$ cat src/rtl/lpt_pkg.sv
package lpt_pkg;
    localparam int BYTE_W      = 8;
    localparam int CTL_W       = 4;
    localparam int ADDR_W      = 2;
    localparam int SYNC_STAGES = 2;

    localparam logic [ADDR_W-1:0] OFS_DATA = 2'd0;
    localparam logic [ADDR_W-1:0] OFS_STAT = 2'd1;
    localparam logic [ADDR_W-1:0] OFS_CTRL = 2'd2;

    localparam int CB_INMODE = 5;
    localparam int CB_IRQEN  = 4;

    // 1 where register bit and line level are inverted (strobe, autofeed, select)
    localparam logic [CTL_W-1:0] CTL_INV_MASK = 4'b1011;
    // register value that releases every line
    localparam logic [CTL_W-1:0] CTL_RESET    = 4'b0100;
    localparam logic [BYTE_W-1:0] RD_UNMAPPED = 8'hFF;

    typedef enum logic [1:0] {
        ACK_WAIT_LOW = 2'd0,
        ACK_ARMED    = 2'd1,
        ACK_FIRE     = 2'd2
    } ack_state_t;
endpackage

$ cat src/rtl/lpt_reg_bank.sv
module lpt_reg_bank
    import lpt_pkg::*;
(
    input  logic              clk,
    input  logic              rst_n,
    input  logic [ADDR_W-1:0] bus_addr,
    input  logic              bus_wr,
    input  logic [BYTE_W-1:0] bus_wdata,
    output logic [BYTE_W-1:0] data_latch,
    output logic [CTL_W-1:0]  ctl_bits,
    output logic              in_mode,
    output logic              irq_en
);
    logic wr_data, wr_ctrl;

    always_comb begin
        wr_data = bus_wr && (bus_addr == OFS_DATA);
        wr_ctrl = bus_wr && (bus_addr == OFS_CTRL);
    end

    always_ff @(posedge clk or negedge rst_n) begin
        if (!rst_n) begin
            data_latch <= '0;
        end else if (wr_data) begin
            data_latch <= bus_wdata;
        end
    end

    always_ff @(posedge clk or negedge rst_n) begin
        if (!rst_n) begin
            ctl_bits <= CTL_RESET;
            in_mode  <= 1'b0;
            irq_en   <= 1'b0;
        end else if (wr_ctrl) begin
            ctl_bits <= bus_wdata[CTL_W-1:0];
            in_mode  <= bus_wdata[CB_INMODE];
            irq_en   <= bus_wdata[CB_IRQEN];
        end
    end
endmodule

$ cat src/rtl/lpt_ack_irq.sv
module lpt_ack_irq
    import lpt_pkg::*;
#(
    parameter int STAGES = SYNC_STAGES
) (
    input  logic clk,
    input  logic rst_n,
    input  logic ack_pin,
    input  logic irq_en,
    output logic irq_out,
    output logic irq_oe
);
    logic [STAGES-1:0] sync_q;
    logic              ack_s;
    ack_state_t        state, state_nx;

    genvar g;
    generate
        for (g = 0; g < STAGES; g++) begin : g_sync
            always_ff @(posedge clk or negedge rst_n) begin
                if (!rst_n) begin
                    sync_q[g] <= 1'b1;
                end else if (g == 0) begin
                    sync_q[g] <= ack_pin;
                end else begin
                    sync_q[g] <= sync_q[(g == 0) ? 0 : g-1];
                end
            end
        end
    endgenerate

    assign ack_s = sync_q[STAGES-1];

    always_comb begin
        state_nx = state;
        unique case (state)
            ACK_WAIT_LOW: if (!ack_s) state_nx = ACK_ARMED;
            ACK_ARMED:    if (ack_s)  state_nx = ACK_FIRE;
            ACK_FIRE:     state_nx = ack_s ? ACK_WAIT_LOW : ACK_ARMED;
            default:      state_nx = ACK_WAIT_LOW;
        endcase
    end

    always_ff @(posedge clk or negedge rst_n) begin
        if (!rst_n) state <= ACK_WAIT_LOW;
        else        state <= state_nx;
    end

    always_comb begin
        irq_oe  = irq_en;
        irq_out = irq_en && (state == ACK_FIRE);
    end
endmodule

$ cat src/rtl/lpt_read_mux.sv
module lpt_read_mux
    import lpt_pkg::*;
(
    input  logic              clk,
    input  logic              rst_n,
    input  logic [ADDR_W-1:0] bus_addr,
    input  logic              bus_rd,
    input  logic [BYTE_W-1:0] pd_in,
    input  logic [4:0]        status_raw,
    input  logic [CTL_W-1:0]  ctl_pin_in,
    input  logic              in_mode,
    input  logic              irq_en,
    output logic [BYTE_W-1:0] bus_rdata
);
    logic [BYTE_W-1:0] stat_byte, ctrl_byte, sel_byte;

    // status_raw order: busy, ack, paper, sel, err
    always_comb begin
        stat_byte = {~status_raw[4], status_raw[3:0], 3'b111};
        ctrl_byte = {2'b11, in_mode, irq_en, ctl_pin_in ^ CTL_INV_MASK};
        unique case (bus_addr)
            OFS_DATA: sel_byte = pd_in;
            OFS_STAT: sel_byte = stat_byte;
            OFS_CTRL: sel_byte = ctrl_byte;
            default:  sel_byte = RD_UNMAPPED;
        endcase
    end

    always_ff @(posedge clk or negedge rst_n) begin
        if (!rst_n)      bus_rdata <= '0;
        else if (bus_rd) bus_rdata <= sel_byte;
    end
endmodule

$ cat src/rtl/lpt_host_port.sv
module lpt_host_port
    import lpt_pkg::*;
(
    input  logic              clk,
    input  logic              rst_n,
    input  logic [ADDR_W-1:0] bus_addr,
    input  logic              bus_wr,
    input  logic              bus_rd,
    input  logic [BYTE_W-1:0] bus_wdata,
    output logic [BYTE_W-1:0] bus_rdata,
    output logic [BYTE_W-1:0] pd_out,
    output logic              pd_oe,
    input  logic [BYTE_W-1:0] pd_in,
    input  logic              st_busy_pin,
    input  logic              st_ack_pin,
    input  logic              st_paper_pin,
    input  logic              st_sel_pin,
    input  logic              st_err_pin,
    output logic [CTL_W-1:0]  ctl_drive_low,
    input  logic [CTL_W-1:0]  ctl_pin_in,
    output logic              irq_out,
    output logic              irq_oe
);
    logic [CTL_W-1:0] ctl_bits;
    logic             in_mode, irq_en;

    lpt_reg_bank u_regs (
        .clk        (clk),
        .rst_n      (rst_n),
        .bus_addr   (bus_addr),
        .bus_wr     (bus_wr),
        .bus_wdata  (bus_wdata),
        .data_latch (pd_out),
        .ctl_bits   (ctl_bits),
        .in_mode    (in_mode),
        .irq_en     (irq_en)
    );

    // pull low wherever the intended line level is 0
    assign ctl_drive_low = ~(ctl_bits ^ CTL_INV_MASK);
    assign pd_oe         = ~in_mode;

    lpt_ack_irq #(.STAGES(SYNC_STAGES)) u_irq (
        .clk     (clk),
        .rst_n   (rst_n),
        .ack_pin (st_ack_pin),
        .irq_en  (irq_en),
        .irq_out (irq_out),
        .irq_oe  (irq_oe)
    );

    lpt_read_mux u_rd (
        .clk        (clk),
        .rst_n      (rst_n),
        .bus_addr   (bus_addr),
        .bus_rd     (bus_rd),
        .pd_in      (pd_in),
        .status_raw ({st_busy_pin, st_ack_pin, st_paper_pin, st_sel_pin, st_err_pin}),
        .ctl_pin_in (ctl_pin_in),
        .in_mode    (in_mode),
        .irq_en     (irq_en),
        .bus_rdata  (bus_rdata)
    );
endmodule

$ cat config.mk
export PLATFORM = sky130hd
export DESIGN_NAME = lpt_host_port
export DESIGN_NICKNAME = d
export VERILOG_FILES = /design/src/rtl/lpt_pkg.sv /design/src/rtl/lpt_reg_bank.sv /design/src/rtl/lpt_ack_irq.sv /design/src/rtl/lpt_read_mux.sv /design/src/rtl/lpt_host_port.sv
export SDC_FILE = /design/constraint.sdc
export NUM_CORES = 1
export LEC_CHECK = 0
export ABC_AREA = 1
export BUFFER_PORTS_ARGS = -buffer_cell sky130_fd_sc_hd__buf_2
export CORE_ASPECT_RATIO = 1.5
export CORE_UTILIZATION = 52
export CTS_BUF_LIST = sky130_fd_sc_hd__clkbuf_8
export CTS_CLUSTER_DIAMETER = 150
export DETAILED_ROUTE_END_ITERATION = 8
export PLACE_DENSITY = 0.82
export SLEW_MARGIN = 40
export SYNTH_ARGS = -nofsm -noshare
export SYNTH_HDL_FRONTEND = slang
export SYNTH_HIERARCHICAL = 1
export SYNTH_SLANG_ARGS = --single-unit
$ cat constraint.sdc
create_clock -name clk -period 1.95 [get_ports clk]
set_input_delay 0.39 -clock clk [delete_from_list [all_inputs] [get_ports clk]]
set_output_delay 0.39 -clock clk [all_outputs]
set_load 0.03 [all_outputs]
==> qor.csv <==
stage,metric,value,unit
run_status,outcome,completed,
finish,n_fill_cell,179,
place,dpl_worst_slack,610.1,ps
timing,finClkSkew,2.203,ps
place,numPortBuffers,53,
routing,drc,0,
timing,setup_viol,0,
routing,wl,2606,um
critical_path,required,1560,ps
cts,tritoncts,built,
global_route,grt_pass1_vias,1021,
floorplanning,die_w,41.93,um
timing,fin_crit_sh,71.56,%
synthesis,syn_avg_cell_area,8.637,um2
cts,clock_path_buffers,2,
pwr,p_leak,0.8603,nW
floorplanning,initial_core_util,55.69,%
cts,cts_inserted_buffers,3,
place,post-place-cells,213,
pwr,power_density,944.3,mW/mm2
finish,multi_input_area,488.0,um2
synthesis,yosysWarnings,6,
timing,setup_tns,0,ps
routing,drtAntennaViolNets,0,
place,post_dp_cell_area,0.001470,mm2
timing,fin_ws,554.7,ps
synthesis,synth_seq_cells,26,
timing,worstMarginPinSlew,554.6,ps
cts,htreeDepth,1,
cts,clock_latency,260,ps
routing,num_vias,1096,
worst_hold_path,worstHoldPathType,in -> async,
global_route,grt_overflow_total,0,
finish,area_growth,23.94,%
cts,cts_resized,0,
floorplanning,die-height,61.90,um
cts,root_buffer,clkbuf_8,
critical_path,arrival,1010,ps
place,dp_hpwl,2003,um
critical_path,endpoint_kind,primary output,
synthesis,synth_cell_type_count,20,
global_route,grt_pass1_wl,4160,um
cts,postCtsSetupBuffers,0,
synthesis,synth_area,0.001244,mm2
synthesis,syn-num-nets,175,
floorplanning,fp-row-count,21,
global_route,grt_max_degree,27,
timing,fmax,716.7,MHz
timing,hold_viol_final,0,
synthesis,yosysSeqAreaShare,52.62,%
timing,rsz0062_at_grt,no,
global_route,gr-usage-all-layers,21.32,%
place,gp_congestion,0.9186,
finish,finalNonFillerCells,217,
pwr,ir_worst_vdd,633.8,uV
global_route,antenna_found_initial,0,
floorplanning,io_pins,54,
timing,max_slew_margin,63.03,%
cts,clock_sinks,26,
routing,drtIter0Drc,10,
floorplanning,core,0.002233,mm2
synthesis,syn_inst,144,
routing,viasPerCell,5.051,
floorplanning,die_area,0.002595,mm2
pwr,total_power,1.456,mW
finish,stdcell_area,0.001541,mm2
critical_path,critPathMaxFanout,4,
critical_path,cp-start-kind,flip-flop,
finish,drive_gt1_share,36.08,%
finish,regArea,654.4,um2
routing,wl_per_cell,12.01,um
timing,period_needed,1395,ps
critical_path,critPathKind,reg -> out,
run,cap_violations,0,
timing,drv_slew,0,
cts,clk_pin_slew,90,ps
cts,hold_buffers,0,
finish,nets,226,
finish,diodes,0,
routing,drt-pass1-iter-count,4,
## flip-flops by register name, summed over array words and instances, names as in the netlist
| name | cells |
|---|---|
| u_regs/ctl_bits | 4 |
| u_irq/state | 2 |
| u_regs/irq_en | 1 |
| u_irq/sync_q | 1 |
| u_irq/ack_s | 1 |
| u_regs/data_latch | 8 |
| u_regs/in_mode | 1 |
| u_rd/bus_rdata | 8 |
## layer usage
| layer | wire length, um | track usage, % | part of all wire [%] |
|---|---|---|---|
| met1 | 1064 | 23.06 | 41 |
| met2 | 1376 | 42.41 | 53 |
| met3 | 147 | 2.601 | 5.6 |
| met4 | 18 | 8.295 | 0.69 |
| met5 | 0 | 0 | 0 |
## through the flow
step / utilization (%) / hold WS [ps]
4_1_cts: 69.02 / 126.6
6_report: 69.02 / 105.5
5_1_grt: 69.02 / 153.7
3_5_place_dp: 65.83 / 348.8
2_1_floorplan: - / 94.41
3_3_place_gp: 65.83 / 347.3
## critical path: stages (launching register included)
cell and delay [ps]:
dfrtp_1 410, nand2_1 70, nor2_1 70, buf_2 190
## report_power, final
group          leakage, nW  internal (mW)  switching, mW  total [mW]
clock network       0.0357          0.274          0.161       0.435
registers            0.309          0.611         0.0395       0.651
logic                0.515          0.109          0.260       0.369
total                0.860          0.995          0.461        1.46
## worst paths after layout
path | from | slack, ps | to | cells after the start
setup / recovery | u_regs/irq_en | 550 | irq_out | 3
hold / removal | rst_n | 110 | u_rd/bus_rdata[2] | 1
setup reg to reg | u_regs/irq_en | 1110 | u_rd/bus_rdata[4] | 4
hold reg to reg | u_irq/sync_q[0] | 360 | u_irq/ack_s | 0
max in group asynchronous | rst_n | 1470 | u_regs/ctl_bits[2] | 1
min in group clk | st_ack_pin | 230 | u_irq/sync_q[0] | 1
## layout by cell type (no fill, tap or decap), drive strengths merged
| cell type | n |
|---|---|
| a21oi | 2 |
| buf | 53 |
| bufinv | 1 |
| clkbuf | 3 |
| dfrtp | 23 |
| dfstp | 3 |
| inv | 9 |
| nand2 | 54 |
| nand3 | 16 |
| nand4 | 6 |
| nor2 | 14 |
| nor3 | 5 |
| o21ai | 5 |
## synthesized netlist by cell type
cell	number	area share, %
dfrtp_1	23	46
nand3_4	1	1.4
o21ai_2	2	1.4
buf_4	3	1.8
nand2_4	1	0.91
dfstp_2	3	6.3
nor2_8	1	1.6
a21oi_1	1	0.40
inv_2	3	0.91
nand2_1	53	16
buf_6	4	3.6
a21oi_2	1	0.70
nor2_1	12	3.6
inv_1	6	1.8
nor3_1	5	2.0
o21ai_1	1	0.40
o21ai_0	2	0.80
nor2_4	1	0.91
nand3_1	15	6.0
nand4_1	6	3.0
## cells by family (layout without fill, tap and decap cells)
group / after synthesis / count (layout) / synth area share [%]
AOI/OAI and AO/OA: 7 / 7 / 3.722
buffers and inverters: 16 / 66 / 8.148
DFF: 26 / 26 / 52.62
and+or+nand+nor: 95 / 95 / 35.51
## cell type report
class / instances / area share (%)
sequential: 26 / 42.45
multi-input combinational: 102 / 31.66
timing repair buffer: 53 / 17.21
clock buffer: 3 / 2.679
inverter: 9 / 2.192
clock inverter: 1 / 1.948
tap: 23 / 1.867
No activity file was read; power rests on OpenSTA's default activity.
